`config.mk`:
```
export PLATFORM = sky130hd
export DESIGN_NAME = cap_tick_unit
export DESIGN_NICKNAME = d
export VERILOG_FILES = /design/src/rtl/cap_tick_pkg.sv /design/src/rtl/cap_sync_edge.sv /design/src/rtl/cap_channel.sv /design/src/rtl/tick_source.sv /design/src/rtl/cap_regs.sv /design/src/rtl/cap_tick_unit.sv
export SDC_FILE = /design/constraint.sdc
export NUM_CORES = 1
export LEC_CHECK = 0
export ABC_CLOCK_PERIOD_IN_PS = 3900
export BUFFER_PORTS_ARGS = -buffer_cell sky130_fd_sc_hd__buf_2
export CAP_MARGIN = 20
export CELL_PAD_IN_SITES_DETAIL_PLACEMENT = 0
export CELL_PAD_IN_SITES_GLOBAL_PLACEMENT = 1
export CORE_ASPECT_RATIO = 0.9
export CORE_MARGIN = 4
export CORE_UTILIZATION = 45
export DETAILED_ROUTE_END_ITERATION = 16
export GPL_ROUTABILITY_DRIVEN = 0
export PLACE_DENSITY_LB_ADDON = 0.1
export RECOVER_POWER = 25
export REMOVE_ABC_BUFFERS = 1
export SLEW_MARGIN = 20
export SYNTH_ARGS = -nofsm -noshare
export SYNTH_HDL_FRONTEND = slang
export SYNTH_SLANG_ARGS = --single-unit
```
`constraint.sdc`:
```
create_clock -name clk_i -period 3.9 [get_ports clk_i]
set_input_delay 0.78 -clock clk_i [delete_from_list [all_inputs] [get_ports clk_i]]
set_output_delay 0.78 -clock clk_i [all_outputs]
set_load 0.05 [all_outputs]
```
`src/rtl/cap_tick_pkg.sv`:
```
package cap_tick_pkg;

  localparam int CTL_BITS    = 3;
  localparam int SRC_BITS    = 4;
  localparam int FLAG_BASE   = 4;
  localparam int ADDR_CTL    = 0;
  localparam int ADDR_SRC    = 1;
  localparam int ADDR_STATUS = 2;
  localparam int ADDR_VAL0   = 4;

  typedef enum logic [1:0] {
    SRC_CLOCK = 2'd0,
    SRC_RISE  = 2'd1,
    SRC_FALL  = 2'd2,
    SRC_BOTH  = 2'd3
  } src_mode_e;

  // first member is the most significant bit: on_rise sits at bit 0
  typedef struct packed {
    logic irq_en;
    logic on_fall;
    logic on_rise;
  } chan_cfg_t;

  function automatic logic edge_accept(chan_cfg_t cfg, logic rise, logic fall);
    return (cfg.on_rise & rise) | (cfg.on_fall & fall);
  endfunction

  function automatic logic tick_pick(src_mode_e mode, logic rise, logic fall);
    logic t;
    case (mode)
      SRC_RISE: t = rise;
      SRC_FALL: t = fall;
      SRC_BOTH: t = rise | fall;
      default:  t = 1'b1;
    endcase
    return t;
  endfunction

endpackage

```
`src/rtl/cap_sync_edge.sv`:
```
module cap_sync_edge #(
  parameter int NCH    = 4,
  parameter int STAGES = 2
) (
  input  logic           clk_i,
  input  logic           rst_ni,
  input  logic [NCH-1:0] pin_i,
  output logic [NCH-1:0] rise_o,
  output logic [NCH-1:0] fall_o
);

  for (genvar ch = 0; ch < NCH; ch++) begin : g_ch
    logic [STAGES-1:0] chain_q;
    logic              last_q;

    always_ff @(posedge clk_i or negedge rst_ni) begin
      if (!rst_ni) begin
        chain_q <= '0;
        last_q  <= 1'b0;
      end else begin
        chain_q <= {chain_q[STAGES-2:0], pin_i[ch]};
        last_q  <= chain_q[STAGES-1];
      end
    end

    assign rise_o[ch] =  chain_q[STAGES-1] & ~last_q;
    assign fall_o[ch] = ~chain_q[STAGES-1] &  last_q;
  end

endmodule

```
`src/rtl/cap_channel.sv`:
```
module cap_channel
  import cap_tick_pkg::*;
#(
  parameter int CW = 32
) (
  input  logic          clk_i,
  input  logic          rst_ni,
  input  chan_cfg_t     cfg_i,
  input  logic          rise_i,
  input  logic          fall_i,
  input  logic [CW-1:0] count_i,
  input  logic          clear_i,
  output logic          hit_o,
  output logic [CW-1:0] value_o,
  output logic          flag_o
);

  logic [CW-1:0] value_q;
  logic          flag_q;

  assign hit_o = edge_accept(cfg_i, rise_i, fall_i);

  always_ff @(posedge clk_i or negedge rst_ni) begin
    if (!rst_ni) begin
      value_q <= '0;
    end else if (hit_o) begin
      value_q <= count_i;
    end
  end

  // a new event beats a simultaneous clear
  always_ff @(posedge clk_i or negedge rst_ni) begin
    if (!rst_ni) begin
      flag_q <= 1'b0;
    end else if (hit_o && cfg_i.irq_en) begin
      flag_q <= 1'b1;
    end else if (clear_i) begin
      flag_q <= 1'b0;
    end
  end

  assign value_o = value_q;
  assign flag_o  = flag_q;

endmodule

```
`src/rtl/tick_source.sv`:
```
module tick_source
  import cap_tick_pkg::*;
#(
  parameter int NCH = 4
) (
  input  src_mode_e      mode_i,
  input  logic [1:0]     sel_i,
  input  logic [NCH-1:0] rise_i,
  input  logic [NCH-1:0] fall_i,
  output logic           tick_o
);

  logic pick_rise;
  logic pick_fall;

  always_comb begin
    pick_rise = 1'b0;
    pick_fall = 1'b0;
    for (int i = 0; i < NCH; i++) begin
      if (int'(sel_i) == i) begin
        pick_rise = rise_i[i];
        pick_fall = fall_i[i];
      end
    end
  end

  assign tick_o = tick_pick(mode_i, pick_rise, pick_fall);

endmodule

```
`src/rtl/cap_regs.sv`:
```
module cap_regs
  import cap_tick_pkg::*;
#(
  parameter int NCH = 4,
  parameter int CW  = 32,
  parameter int DW  = 32,
  parameter int AW  = 4,
  localparam int CTLW = CTL_BITS * NCH
) (
  input  logic                    clk_i,
  input  logic                    rst_ni,
  input  logic                    wr_i,
  input  logic [AW-1:0]           addr_i,
  input  logic [DW-1:0]           wdata_i,
  output logic [DW-1:0]           rdata_o,
  input  logic [NCH-1:0]          flags_i,
  input  logic [NCH-1:0][CW-1:0]  values_i,
  output logic [CTLW-1:0]         ctl_o,
  output src_mode_e               mode_o,
  output logic [1:0]              sel_o,
  output logic [NCH-1:0]          clr_o
);

  logic [CTLW-1:0]     ctl_q;
  logic [SRC_BITS-1:0] src_q;
  logic                wr_ctl;
  logic                wr_src;
  logic                wr_status;
  logic                unused_wdata;

  assign wr_ctl    = wr_i && (addr_i == AW'(ADDR_CTL));
  assign wr_src    = wr_i && (addr_i == AW'(ADDR_SRC));
  assign wr_status = wr_i && (addr_i == AW'(ADDR_STATUS));

  always_ff @(posedge clk_i or negedge rst_ni) begin
    if (!rst_ni) begin
      ctl_q <= '0;
      src_q <= '0;
    end else begin
      if (wr_ctl) ctl_q <= wdata_i[CTLW-1:0];
      if (wr_src) src_q <= wdata_i[SRC_BITS-1:0];
    end
  end

  for (genvar n = 0; n < NCH; n++) begin : g_clr
    assign clr_o[n] = wr_status && wdata_i[FLAG_BASE+n];
  end

  assign unused_wdata = ^wdata_i;
  assign ctl_o  = ctl_q;
  assign mode_o = src_mode_e'(src_q[1:0]);
  assign sel_o  = src_q[3:2];

  always_comb begin
    rdata_o = '0;
    if (addr_i == AW'(ADDR_CTL)) begin
      rdata_o[CTLW-1:0] = ctl_q;
    end
    if (addr_i == AW'(ADDR_SRC)) begin
      rdata_o[SRC_BITS-1:0] = src_q;
    end
    if (addr_i == AW'(ADDR_STATUS)) begin
      rdata_o[FLAG_BASE +: NCH] = flags_i;
    end
    for (int n = 0; n < NCH; n++) begin
      if (addr_i == AW'(ADDR_VAL0 + n)) begin
        rdata_o[CW-1:0] = values_i[n];
      end
    end
  end

endmodule

```
`src/rtl/cap_tick_unit.sv`:
```
module cap_tick_unit
  import cap_tick_pkg::*;
#(
  parameter int NCH         = 4,
  parameter int CW          = 32,
  parameter int DW          = 32,
  parameter int AW          = 4,
  parameter int SYNC_STAGES = 2
) (
  input  logic           clk_i,
  input  logic           rst_ni,
  input  logic [NCH-1:0] cap_pin_i,
  input  logic [CW-1:0]  count_i,
  input  logic           reg_wr_i,
  input  logic [AW-1:0]  reg_addr_i,
  input  logic [DW-1:0]  reg_wdata_i,
  output logic [DW-1:0]  reg_rdata_o,
  output logic           tick_o,
  output logic [NCH-1:0] cap_flag_o
);

  localparam int CTLW = CTL_BITS * NCH;

  // named internal events, observed by the bound checker
  logic [NCH-1:0]         edge_rise;
  logic [NCH-1:0]         edge_fall;
  logic [NCH-1:0]         cap_hit;
  logic [NCH-1:0]         flag_clr;
  logic [NCH-1:0][CW-1:0] cap_value;
  logic [CTLW-1:0]        ctl_word;
  src_mode_e              src_mode;
  logic [1:0]             src_sel;

  cap_sync_edge #(
    .NCH    (NCH),
    .STAGES (SYNC_STAGES)
  ) u_sync (
    .clk_i  (clk_i),
    .rst_ni (rst_ni),
    .pin_i  (cap_pin_i),
    .rise_o (edge_rise),
    .fall_o (edge_fall)
  );

  cap_regs #(
    .NCH (NCH),
    .CW  (CW),
    .DW  (DW),
    .AW  (AW)
  ) u_regs (
    .clk_i    (clk_i),
    .rst_ni   (rst_ni),
    .wr_i     (reg_wr_i),
    .addr_i   (reg_addr_i),
    .wdata_i  (reg_wdata_i),
    .rdata_o  (reg_rdata_o),
    .flags_i  (cap_flag_o),
    .values_i (cap_value),
    .ctl_o    (ctl_word),
    .mode_o   (src_mode),
    .sel_o    (src_sel),
    .clr_o    (flag_clr)
  );

  for (genvar n = 0; n < NCH; n++) begin : g_chan
    chan_cfg_t cfg;
    assign cfg = chan_cfg_t'(ctl_word[CTL_BITS*n +: CTL_BITS]);

    cap_channel #(
      .CW (CW)
    ) u_chan (
      .clk_i   (clk_i),
      .rst_ni  (rst_ni),
      .cfg_i   (cfg),
      .rise_i  (edge_rise[n]),
      .fall_i  (edge_fall[n]),
      .count_i (count_i),
      .clear_i (flag_clr[n]),
      .hit_o   (cap_hit[n]),
      .value_o (cap_value[n]),
      .flag_o  (cap_flag_o[n])
    );
  end

  tick_source #(
    .NCH (NCH)
  ) u_tick (
    .mode_i (src_mode),
    .sel_i  (src_sel),
    .rise_i (edge_rise),
    .fall_i (edge_fall),
    .tick_o (tick_o)
  );

endmodule

```
# Word-level counts from Yosys, hierarchy flattened
# Index checks and enable logic that the tools add are counted.
# op_classes
addsub	0
magnitude_cmp	0
n_eq_ne	12
reduce_logical	17
shifts	0
bitwise_logic	29
div_mod_pow	0
mux	24
n_mul	0
# op_table
cell	n
$mux W32	4
$and A1 B1 Y1	16
$eq A4 B3 Y1 const B	4
$mux W1	16
$mux W12	1
$logic_and A1 B1 Y1	11
$eq A2 B2 Y1 const B	4
$mux W4	2
$not A1 Y1	8
$reduce_bool A2 Y1	4
$or A1 B1 Y1	5
$eq A2 B1 Y1 const B	2
$eq A4 B1 Y1 const B	1
$eq A4 B2 Y1 const B	1
$logic_not A4 Y1	1
$pmux W1 S3	1
$logic_not A2 Y1	1
# totals
rom_bits	0
latchBits	0
regBits	160
ramBits	0
input_bits	75
output_inout_bits	37
n_memories	0

# Logic depth before layout (Yosys ltp)
# depth
word_depth	8
depth_mapped	7
depth_no_buf	4

# By module
# A second synthesis with hierarchy kept.
# unflattened
cells_unflattened	521
area_unflattened_um2	7479.7
# modules_own_cells
module	cells_per_inst	instances	seq_area_each_um2	area_per_inst_um2
cap_channel	73	4	825.8	1270.0
cap_regs	205	1	400.4	1991.9
cap_sync_edge	20	1	300.3	350.3
tick_source	4	1	0.0	57.6

# Worst setup path after synthesis
# No wires, ideal clock.
# synth_path
kind	in2out
from	in reg_addr_i[3]
to	out reg_rdata_o[2]
setup_slack_ps	602
arrival_time_ps	2518
t_required_ps	3120
path_stages	7
cell_sequence	buf_4 nor2b_1 buf_2 nand2_1 buf_2 a21oi_1 o21ai_0
# synth_via
elab_chain_len	7
# synth_rtl
item	line_no	source
start: declaration	cap_tick_unit.sv:15	input logic [AW-1:0] reg_addr_i,
$logic_not A4 Y1	cap_regs.sv:56	if (addr_i == AW'(ADDR_CTL)) begin
$mux W12	cap_regs.sv:56	
$mux W4	cap_regs.sv:59	if (addr_i == AW'(ADDR_SRC)) begin
$mux W32 (3 in a row)	cap_regs.sv:66	if (addr_i == AW'(ADDR_VAL0 + n)) begin
$mux W32 *	cap_regs.sv:66	
end: declaration	cap_tick_unit.sv:17	output logic [DW-1:0] reg_rdata_o,
# Every way passes the cells marked *; elsewhere a longest branch is shown, timed or not.

# Final worst setup path
# layout_path
from	in reg_addr_i[0]
to	out reg_rdata_o[4]
# layout_via
elab_chain_len	7
# layout_rtl
item	line_no	source
$logic_not A4 Y1	cap_regs.sv:56	
$mux W12	cap_regs.sv:56	
$mux W4	cap_regs.sv:62	if (addr_i == AW'(ADDR_STATUS)) begin
$mux W32 (3 in a row)	cap_regs.sv:66	
$mux W32 *	cap_regs.sv:66	
# Marks and branches as above.

==> impl_metrics.toml <==
[run_status]
status = "finished, violations left"
violations_in_the_final_reports = "capacitance limit, slew limit"

[pwr]
vdd.ir_drop.worst_mv = 0.3279
leakage_nw = 3.733
power.density_nw_per_um2 = 678.2

[synth]
yosysUniqueCellTypes = 38
post_synth_inst_count = 521
ys_warn_count = 0
synth-async-reset-ratio_pct = 100.0
synth.yosys.seq_area_share_pct = 54.79
synth.top_cells.by_area = "dfrtp_1 (55%), mux2_2 (22%), mux4_2 (6.2%)"
postSynthRegisterBits = 160
combined_area_of_all_synthesized_cells_um2 = 7307
synth.most_common_cell = "dfrtp_1"
synth.top_cells.by_count = "dfrtp_1 (160), mux2_2 (143), nand2_1 (26)"
number_of_enable_flip_flop_cells_after_synthesis = 0
netlist.top_cell.by_area = "dfrtp_1"
postSynthAreaPerCell_um2 = 14.02
ys.flop_type = "dfrtp_1"
synth.top_cell.area_share_pct = 54.79

[sta]
grt_setup_unrepaired = "false"
report.final.slew_viol_count = 68
timing_hold_violations_final = 0
skew_ps = 7.772
final.period_utilization_pct = 85.06
clock.fmax_ghz = 0.3015
worst_hold_slack_ps = 352.0
slew-limit-headroom_pct = -10.89
layout_min_cycle_time_ps = 3317
max_slew.worst_pin.slew_ps = 1663
finalSetupTns_ps = 0
setup_violations = 0

[grt]
globalRouteTotalUtil_pct = 19.43
first_pass_grt_wire_length_mm = 27.34
grt_antenna_before_repair = 0
globalRoute.totalOverflow = 0
grt_start_max_net_pins = 95
first_global_vias = 5099

[route]
route.antenna.remaining_nets = 0
firstDrtPassIters = 4
routed_via_density = 5.556
drc = 0
detail_route.wirelength_mm = 16.73
num_vias = 4567
number_of_violations_reported_at_the_end_of_detailed_routing_iteration_0 = 122
wl_per_cell_um = 20.35

[setup_path]
worstRegToRegCells = 3
cp.depth = 7
critPathLaunchType = "input pin"
crit_arrival_ps = 2540
endpoint = "reg_rdata_o[4]"
element_type_at_the_critical_path_end = "output port"
cp_delay_by_family_top = "buffers and inverters"
worst_r2r_startpoint = "u_sync.g_ch[2].chain_q[1]"
critical-path-max-stage-delay_ps = 470
max_fanout_on_critical_path = 17
critPathBufInv = 3
critPathLaunch = "reg_addr_i[0]"
critical_path_required_ps = 3120
rr_endpoint = "g_chan[2].u_chan.value_o[23]"
rrSetupSlack_ps = 1830
path_cells = "buf_2 -> nor2b_1 -> buf_4 -> a21oi_1 -> o32a_1 -> o21ai_1 -> buf_2"
timing_worst_setup_path_type = "in -> out"
cp_slowest_cell = "nor2b_1"
critical_path.most_common_cell = "buf_2"

[clock_network]
tritoncts = "built"
cts_resized = 0
clockRootBuffer = "clkbuf_16"
count_of_hold_fix_buffers_inserted_at_cts = 0
worst_skew_pair.late_latency_ps = 420
clock_pin_transition_on_the_worst_setup_and_hold_timing_paths_ps = 60
postCtsSetupBuffers = 0
cts-buffers-inserted = 17
tritoncts_num_sinks = 160
cts.path.max_buffers = 2
cts_htree_levels = 4

[flow_run]
maxCapViolCount = 1

[worst_hold_path]
hold_path_class = "reg -> reg"

[floorplanning]
io_pins = 112
die_h_um = 128.9
fp.dieW_um = 142.3
core_um2 = 15660
die_area_um2 = 18340
row_count = 43
initial_core_utilization_pct = 46.67

[layout]
multi_input_area_um2 = 3100
n_fill_cell = 1352
syn_to_final_growth_pct = 16.59
post_route_cells_drive_above_1_share_pct = 50.00
number_of_antenna_cells_inserted = 0
nets = 682
final-seq-area_um2 = 4004

[place]
place_hpwl_mm = 10.99
port_buffers = 91
-- sequential cells by signal (all words and copies together), names as in the netlist --
name                   count
u_regs.ctl_o              12
u_sync.g_ch.chain_q        8
g_chan.u_chan.flag_o       4
u_sync.g_ch.last_q         4
u_regs.src_q               4
g_chan.u_chan.value_o    128
-- cell families after synthesis --
family / count (synthesis) / share of synthesized area (%)
AO/OA/AOI/OAI: 73 / 7.294
multiplexers: 168 / 28.96
flip-flops: 160 / 54.79
buffers and inverters: 41 / 3.219
AND/OR/NAND/NOR: 79 / 5.736
-- per-stage QoR --
| step | power (W) | instance area (um^2) | std cells | utilization [%] | setup slack, ps |
|---|---|---|---|---|---|
| 2_1_floorplan | 0.003704 | 7087 | 484 | - | 465.3 |
| 3_3_place_gp | 0.004074 | 7944 | 790 | 50.74 | 550.9 |
| 3_5_place_dp | 0.004170 | 7944 | 790 | 50.74 | 537.9 |
| 4_1_cts | 0.005844 | 8538 | 822 | 54.54 | 536.8 |
| 5_1_grt | 0.006096 | 8519 | 822 | 54.42 | 351.6 |
| 6_report | 0.005778 | 8519 | 822 | 54.42 | 582.7 |
-- worst register-to-register path: stages, from the launching register on --
cell and delay [ps]:
dfrtp_1 450, o21ai_4 730, buf_4 400, mux2_2 380
-- power breakdown --
group	leakage, nW	switching, W	internal (W)
Sequential	1.89	0.000339	0.00228
Clock	0.285	0.000654	0.00101
Combinational	1.56	0.000703	0.000793
Total	3.73	0.00170	0.00408
-- cell type report --
class / instances / share of cell area (%)
sequential: 160 / 47.00
clock buffer: 23 / 5.728
tap: 202 / 2.967
clock inverter: 9 / 1.248
inverter: 4 / 0.1762
multi-input combinational: 320 / 36.39
timing repair buffer: 104 / 6.491
-- metal layers --
metal  GRT usage, %  wire (um)  part of all wire (%)
met3          4.794        746                   4.5
met1          25.99       7711                    46
met2          31.56       8058                    48
met4          6.093        215                   1.3
met5              0          0                     0
-- cells in the final DEF, fill, tap and decap left out, types with 7 or more instances in the layout --
cell,n
nand2_1,26
nor2_1,9
buf_4,12
o21ai_1,7
a21o_1,8
and2_1,20
mux4_2,20
a21oi_1,16
buf_2,90
clkbuf_16,17
mux2_2,143
dfrtp_1,160
-- worst min path at each step --
stage / from / end / slack, ps / depth (start not counted)
floorplan: u_sync.g_ch[0].chain_q[0] / u_sync.g_ch[0].chain_q[1] / 330 / 0
global placement: u_sync.g_ch[2].chain_q[0] / u_sync.g_ch[2].chain_q[1] / 330 / 0
detailed placement: u_sync.g_ch[1].chain_q[0] / u_sync.g_ch[1].chain_q[1] / 340 / 0
CTS: u_sync.g_ch[1].chain_q[0] / u_sync.g_ch[1].chain_q[1] / 350 / 0
global route: u_sync.g_ch[1].chain_q[0] / u_sync.g_ch[1].chain_q[1] / 350 / 0
finish: u_sync.g_ch[0].chain_q[0] / u_sync.g_ch[0].chain_q[1] / 350 / 0
(Power assumes the default switching activity.)
